### config.mk
export PLATFORM = sky130hd
export DESIGN_NAME = tfm_irq_unit
export DESIGN_NICKNAME = d
export VERILOG_FILES = /design/src/rtl/tfm_pkg.sv /design/src/rtl/tfm_event_map.sv /design/src/rtl/tfm_flag_bank.sv /design/src/rtl/tfm_arbiter.sv /design/src/rtl/tfm_irq_unit.sv
export SDC_FILE = /design/constraint.sdc
export NUM_CORES = 1
export LEC_CHECK = 0
export ABC_CLOCK_PERIOD_IN_PS = 1100
export CORE_MARGIN = 2
export CORE_UTILIZATION = 33
export DETAILED_ROUTE_END_ITERATION = 10
export PLACE_DENSITY = 0.74
export SLEW_MARGIN = 20
export SYNTH_ARGS = -nofsm -noshare
export SYNTH_HDL_FRONTEND = slang
export SYNTH_HIERARCHICAL = 1
export SYNTH_SLANG_ARGS = --single-unit
export TNS_END_PERCENT = 50
### constraint.sdc
create_clock -name clk -period 1.1 [get_ports clk]
set_input_delay 0.165 -clock clk [delete_from_list [all_inputs] [get_ports clk]]
set_output_delay 0.165 -clock clk [all_outputs]
set_load 0.005 [all_outputs]
### src/rtl/tfm_pkg.sv
package tfm_pkg;
  localparam int NSRC     = 3;
  localparam int VEC_W    = 2;
  localparam int IDX_CMPA = 0;
  localparam int IDX_CMPB = 1;
  localparam int IDX_OVF  = 2;

  // register bit position of each vector index
  function automatic int reg_pos(input int idx);
    case (idx)
      IDX_CMPA: return 1;
      IDX_CMPB: return 2;
      default:  return 0;
    endcase
  endfunction
endpackage

### src/rtl/tfm_event_map.sv
module tfm_event_map
  import tfm_pkg::*;
(
  input  logic            clk,
  input  logic            rst_n,
  input  logic            ev_cmpa,
  input  logic            ev_cmpb,
  input  logic            ev_wrap,
  input  logic            ev_bottom,
  input  logic            mode_updown,
  output logic [NSRC-1:0] set_vec
);
  always_comb begin
    set_vec           = '0;
    set_vec[IDX_CMPA] = ev_cmpa;
    set_vec[IDX_CMPB] = ev_cmpb;
    set_vec[IDX_OVF]  = mode_updown ? ev_bottom : ev_wrap;
  end

  AST_UPDOWN_WRAP_IGNORED: assert property (@(posedge clk) disable iff (!rst_n)
    (mode_updown && ev_wrap && !ev_bottom) |-> !set_vec[IDX_OVF]);
  AST_SINGLE_BOTTOM_IGNORED: assert property (@(posedge clk) disable iff (!rst_n)
    (!mode_updown && ev_bottom && !ev_wrap) |-> !set_vec[IDX_OVF]);
endmodule

### src/rtl/tfm_flag_bank.sv
module tfm_flag_bank
  import tfm_pkg::*;
(
  input  logic             clk,
  input  logic             rst_n,
  input  logic [NSRC-1:0]  set_vec,
  input  logic             mask_we,
  input  logic             flag_we,
  input  logic [NSRC-1:0]  wr_bits,
  input  logic             ack_valid,
  input  logic [VEC_W-1:0] ack_idx,
  output logic [NSRC-1:0]  mask_q,
  output logic [NSRC-1:0]  flag_q
);
  logic [NSRC-1:0] clr_vec;

  for (genvar i = 0; i < NSRC; i++) begin : g_clr
    assign clr_vec[i] = (flag_we && wr_bits[i]) ||
                        (ack_valid && (ack_idx == VEC_W'(i)));

    AST_SET_WINS: assert property (@(posedge clk) disable iff (!rst_n)
      set_vec[i] |=> flag_q[i]);
    AST_CLEAR_TAKES: assert property (@(posedge clk) disable iff (!rst_n)
      (clr_vec[i] && !set_vec[i]) |=> !flag_q[i]);
    AST_FLAG_HOLDS: assert property (@(posedge clk) disable iff (!rst_n)
      (!clr_vec[i] && !set_vec[i]) |=> (flag_q[i] == $past(flag_q[i])));
  end

  always_ff @(posedge clk) begin
    if (!rst_n) begin
      mask_q <= '0;
      flag_q <= '0;
    end else begin
      if (mask_we) mask_q <= wr_bits;
      flag_q <= set_vec | (flag_q & ~clr_vec);
    end
  end

  AST_MASK_STORE: assert property (@(posedge clk) disable iff (!rst_n)
    mask_we |=> (mask_q == $past(wr_bits)));
endmodule

### src/rtl/tfm_arbiter.sv
module tfm_arbiter
  import tfm_pkg::*;
(
  input  logic             clk,
  input  logic             rst_n,
  input  logic             global_ie,
  input  logic [NSRC-1:0]  mask_q,
  input  logic [NSRC-1:0]  flag_q,
  output logic             irq_req,
  output logic [VEC_W-1:0] irq_vec
);
  logic [NSRC-1:0]  qual;
  logic             win;
  logic [VEC_W-1:0] win_idx;

  assign qual = flag_q & mask_q & {NSRC{global_ie}};

  always_comb begin
    win     = 1'b0;
    win_idx = '0;
    for (int i = NSRC - 1; i >= 0; i--) begin
      if (qual[i]) begin
        win     = 1'b1;
        win_idx = VEC_W'(i);
      end
    end
  end

  always_ff @(posedge clk) begin
    if (!rst_n) begin
      irq_req <= 1'b0;
      irq_vec <= '0;
    end else begin
      irq_req <= win;
      irq_vec <= win_idx;
    end
  end

  AST_REQ_RISES: assert property (@(posedge clk) disable iff (!rst_n)
    (global_ie && |(flag_q & mask_q)) |=> irq_req);
  AST_REQ_FALLS: assert property (@(posedge clk) disable iff (!rst_n)
    !(global_ie && |(flag_q & mask_q)) |=> !irq_req);
  AST_CMPA_FIRST: assert property (@(posedge clk) disable iff (!rst_n)
    (global_ie && flag_q[IDX_CMPA] && mask_q[IDX_CMPA]) |=> (irq_vec == VEC_W'(IDX_CMPA)));
endmodule

### src/rtl/tfm_irq_unit.sv
module tfm_irq_unit
  import tfm_pkg::*;
#(
  parameter int DATA_W    = 8,
  parameter int ADDR_W    = 1,
  parameter int MASK_ADDR = 0,
  parameter int FLAG_ADDR = 1
) (
  input  logic              clk,
  input  logic              rst_n,
  input  logic              ev_cmpa,
  input  logic              ev_cmpb,
  input  logic              ev_wrap,
  input  logic              ev_bottom,
  input  logic              mode_updown,
  input  logic              global_ie,
  input  logic              reg_wr,
  input  logic [ADDR_W-1:0] reg_addr,
  input  logic [DATA_W-1:0] reg_wdata,
  output logic [DATA_W-1:0] reg_rdata,
  output logic              irq_req,
  output logic [VEC_W-1:0]  irq_vec,
  input  logic              irq_ack,
  input  logic [VEC_W-1:0]  ack_idx
);
  logic [NSRC-1:0]   set_vec, wr_bits, mask_q, flag_q;
  logic [DATA_W-1:0] mask_img, flag_img;
  logic              sel_mask, sel_flag;
  logic              unused_hi;

  assign sel_mask  = (reg_addr == ADDR_W'(MASK_ADDR));
  assign sel_flag  = (reg_addr == ADDR_W'(FLAG_ADDR));
  assign unused_hi = ^reg_wdata[DATA_W-1:NSRC];

  for (genvar i = 0; i < NSRC; i++) begin : g_map
    localparam int P = reg_pos(i);
    assign wr_bits[i] = reg_wdata[P];
  end

  always_comb begin
    mask_img = '0;
    flag_img = '0;
    for (int i = 0; i < NSRC; i++) begin
      mask_img[reg_pos(i)] = mask_q[i];
      flag_img[reg_pos(i)] = flag_q[i];
    end
  end

  assign reg_rdata = sel_mask ? mask_img : (sel_flag ? flag_img : '0);

  tfm_event_map u_map (
    .clk(clk), .rst_n(rst_n), .ev_cmpa(ev_cmpa), .ev_cmpb(ev_cmpb),
    .ev_wrap(ev_wrap), .ev_bottom(ev_bottom), .mode_updown(mode_updown),
    .set_vec(set_vec)
  );

  tfm_flag_bank u_bank (
    .clk(clk), .rst_n(rst_n), .set_vec(set_vec),
    .mask_we(reg_wr && sel_mask), .flag_we(reg_wr && sel_flag),
    .wr_bits(wr_bits), .ack_valid(irq_ack), .ack_idx(ack_idx),
    .mask_q(mask_q), .flag_q(flag_q)
  );

  tfm_arbiter u_arb (
    .clk(clk), .rst_n(rst_n), .global_ie(global_ie), .mask_q(mask_q),
    .flag_q(flag_q), .irq_req(irq_req), .irq_vec(irq_vec)
  );

  AST_UPPER_ZERO: assert property (@(posedge clk) disable iff (!rst_n)
    reg_rdata[DATA_W-1:NSRC] == '0);
  AST_VEC_IDLE: assert property (@(posedge clk) disable iff (!rst_n)
    !irq_req |-> (irq_vec == '0));
endmodule

==> metrics.txt <==
cell area after layout 771 um2; Fmax 0.900 GHz; sequential share of the synthesized area 38.1%; CTS clock-pin slew for the worst setup and hold paths 0.06 ns; Hold Crit Class primary input to register; Setup crit start kind register; die height 41.9 um; Final ANT Viol Nets 0; HPWL Detailed 875 um; critical path required time 0.94 ns; cells along the critical path mux2_4, buf_6; R2R Setup Slk 0.22 ns; first-pass GRT wire length 1750 um; Port Buffer Count 21; Tmin final 1.11 ns; DR vias 451; total clock sinks 9; Register Area 184 um2; DIE WIDTH 41.9 um; Initial DRC Count 2; Starting Density 35.9%; CTS tree done; CTS max path bufs 2; setup TNS -0.0133 ns; post-route clock period utilization 101%; CP arrival 0.95 ns; die area 1750 um2; drt wl/cell 10.9 um; CP bufs+invs 1; Ports 32; RSZ-0062 raised after global routing yes; peak supply drop 0.460 mV; Residual DRC 0; crit end category primary output; area of the multi-input gates 255 um2; Max stage delay on crit path 0.32 ns; largest net degree at the start of global routing 6; crit path max fanout 2; core area 1320 um2; total power 774 uW; Post-Route WL 1030 um; Final Setup Violations 2; H-tree Lvls 1; n_diodes 0; Max-Cap Viols 0; Cell Area, Synth 473 um2; leak pwr 0.000381 uW; RePlAce Congestion 0.768; Slowest-stage cell, CP dfxtp_2; r2r endpoint u_bank/flag_q[2]; Mapped Cells 46; PwrDens 1000 nW/um2; Worst-Skew Late Latency 0.25 ns; root buf cell clkbuf_4; total CTS buffers 3; share of cells above drive strength 1 32.9%; initial antenna violation count 0; via/cell ratio 4.80; DR pass1 iterations 4; delay-heaviest family, CP flip-flops; number of hold buffers added after CTS 0; R2R Path Start u_bank/flag_q[2]; final setup margin -0.0108 ns; total number of yosys warnings 6; Final #Nets 101; violated checks negative setup slack; final core utilization 58.5%; worst setup path startpoint u_bank/mask_q[0]; Crit. path cell count 2; clk_skew 0.000515 ns; gr usage total 13.3%; Final Hold Fails 0; grt ovf 0; CP Capture Point reg_rdata[1]; Avg Inst Size Synth 10.3 um2; status complete, but fails checks; number of global-route vias before repair 430; Fill cells 124; post-synth cell types 18; cell row count 13; Seq cells post-synth 9; area grow syn2layout 63.0%; DP Area 739 um2; reg2reg path depth 3; WS Path Type register to primary output; Slew Viols, Final 0
-- logic make-up (layout without fill, tap and decap cells) --
family / Yosys count / in the layout / synth area share, %
flip-flops: 9 / 9 / 38.1
AO/OA/AOI/OAI: 7 / 7 / 12.4
other: 1 / 5 / 0.793
AND/OR/NAND/NOR: 14 / 14 / 20.1
buffers and inverters: 8 / 37 / 11.9
multiplexers: 7 / 7 / 16.7
-- metal layers --
metal / routed length, um / GRT usage [%] / vias to the layer above
met1: 416 / 14.2 / 206
met3: 81 / 3.91 / 2
met5: 0 / 0 / -
li1: - / - / 221
met2: 517 / 22.8 / 22
met4: 12 / 7.74 / 0
-- report_power, final --
part           switching, uW  internal, uW  leakage (uW)  total, uW
clock network            107           139     0.0000150        246
registers               6.39           343     0.0000747        349
logic                   56.7           121      0.000291        178
-- cell usage after synthesis --
cell type,number,area share (%)
o211a_1,3,6.3
mux2_4,1,3.2
inv_1,1,0.79
and2_2,1,1.6
a21boi_0,3,4.8
nor2_1,3,2.4
dfxtp_1,9,38
mux2_2,3,7.1
nor3b_1,1,1.6
nand2_1,4,3.2
buf_4,7,11
a31oi_1,1,1.3
and4bb_1,1,2.6
conb_1,1,0.79
nand4bb_1,2,4.8
and2b_2,1,1.9
or4b_1,1,2.1
mux2i_1,3,6.3
-- worst min path at each step --
stage	startpoint	end	slack, ns	depth (start not counted)
after global routing	ack_idx[1]	u_bank/flag_q[0]	0.33	3
final	ack_idx[1]	u_bank/flag_q[0]	0.30	3
after detailed placement	u_bank/flag_q[2]	u_arb/irq_req	0.52	2
after global placement	u_bank/flag_q[2]	u_arb/irq_req	0.50	2
after CTS	global_ie	u_arb/irq_req	0.51	3
after floorplan	rst_n	u_bank/flag_q[0]	0.30	1
-- flip-flops by register name, summed over array words and instances, names as in the netlist --
| signal | cells |
|---|---|
| u_arb/irq_req | 1 |
| u_bank/mask_q | 3 |
| u_arb/irq_vec | 2 |
| u_bank/flag_q | 3 |
-- what timing repair did --
| item | CTS | global route |
|---|---|---|
| endpoints found under the setup margin | 7 | 5 |
| gates resized for setup | 17 | 5 |
| buffers inserted | 1 | 0 |
| pin swaps | 1 | 2 |
-- per-stage QoR --
stage,instances,worst slack [ns],hold WS [ns]
final,94,-0.0108,0.295
after global routing,94,-0.0446,0.329
after CTS,94,-0.101,0.509
after detailed placement,89,-0.620,0.515
after global placement,89,-0.618,0.505
after floorplan,50,0.135,0.298
-- cells in the final DEF, fill, tap and decap left out, drive strengths merged, types with 4 or more instances in the layout --
master / count
nand2: 4
conb: 5
mux2: 4
clkdlybuf4s50: 13
dfxtp: 9
buf: 13
clkbuf: 5
-- worst register-to-register path, delay by kind of cell (launching register included) --
kind | cells | cell delay [ns]
flip-flops | 1 | 0.31
AO/OA/AOI/OAI | 2 | 0.33
buffers and inverters | 1 | 0.13
-- layout make-up --
type / count / area share (%)
Multi-Input combinational cell: 33 / 33.1
Inverter: 1 / 0.487
Timing Repair Buffer: 32 / 36.7
Tap cell: 15 / 2.44
Sequential cell: 9 / 23.9
Clock buffer: 4 / 3.41
Note: power is estimated with default switching activity, not from simulation.
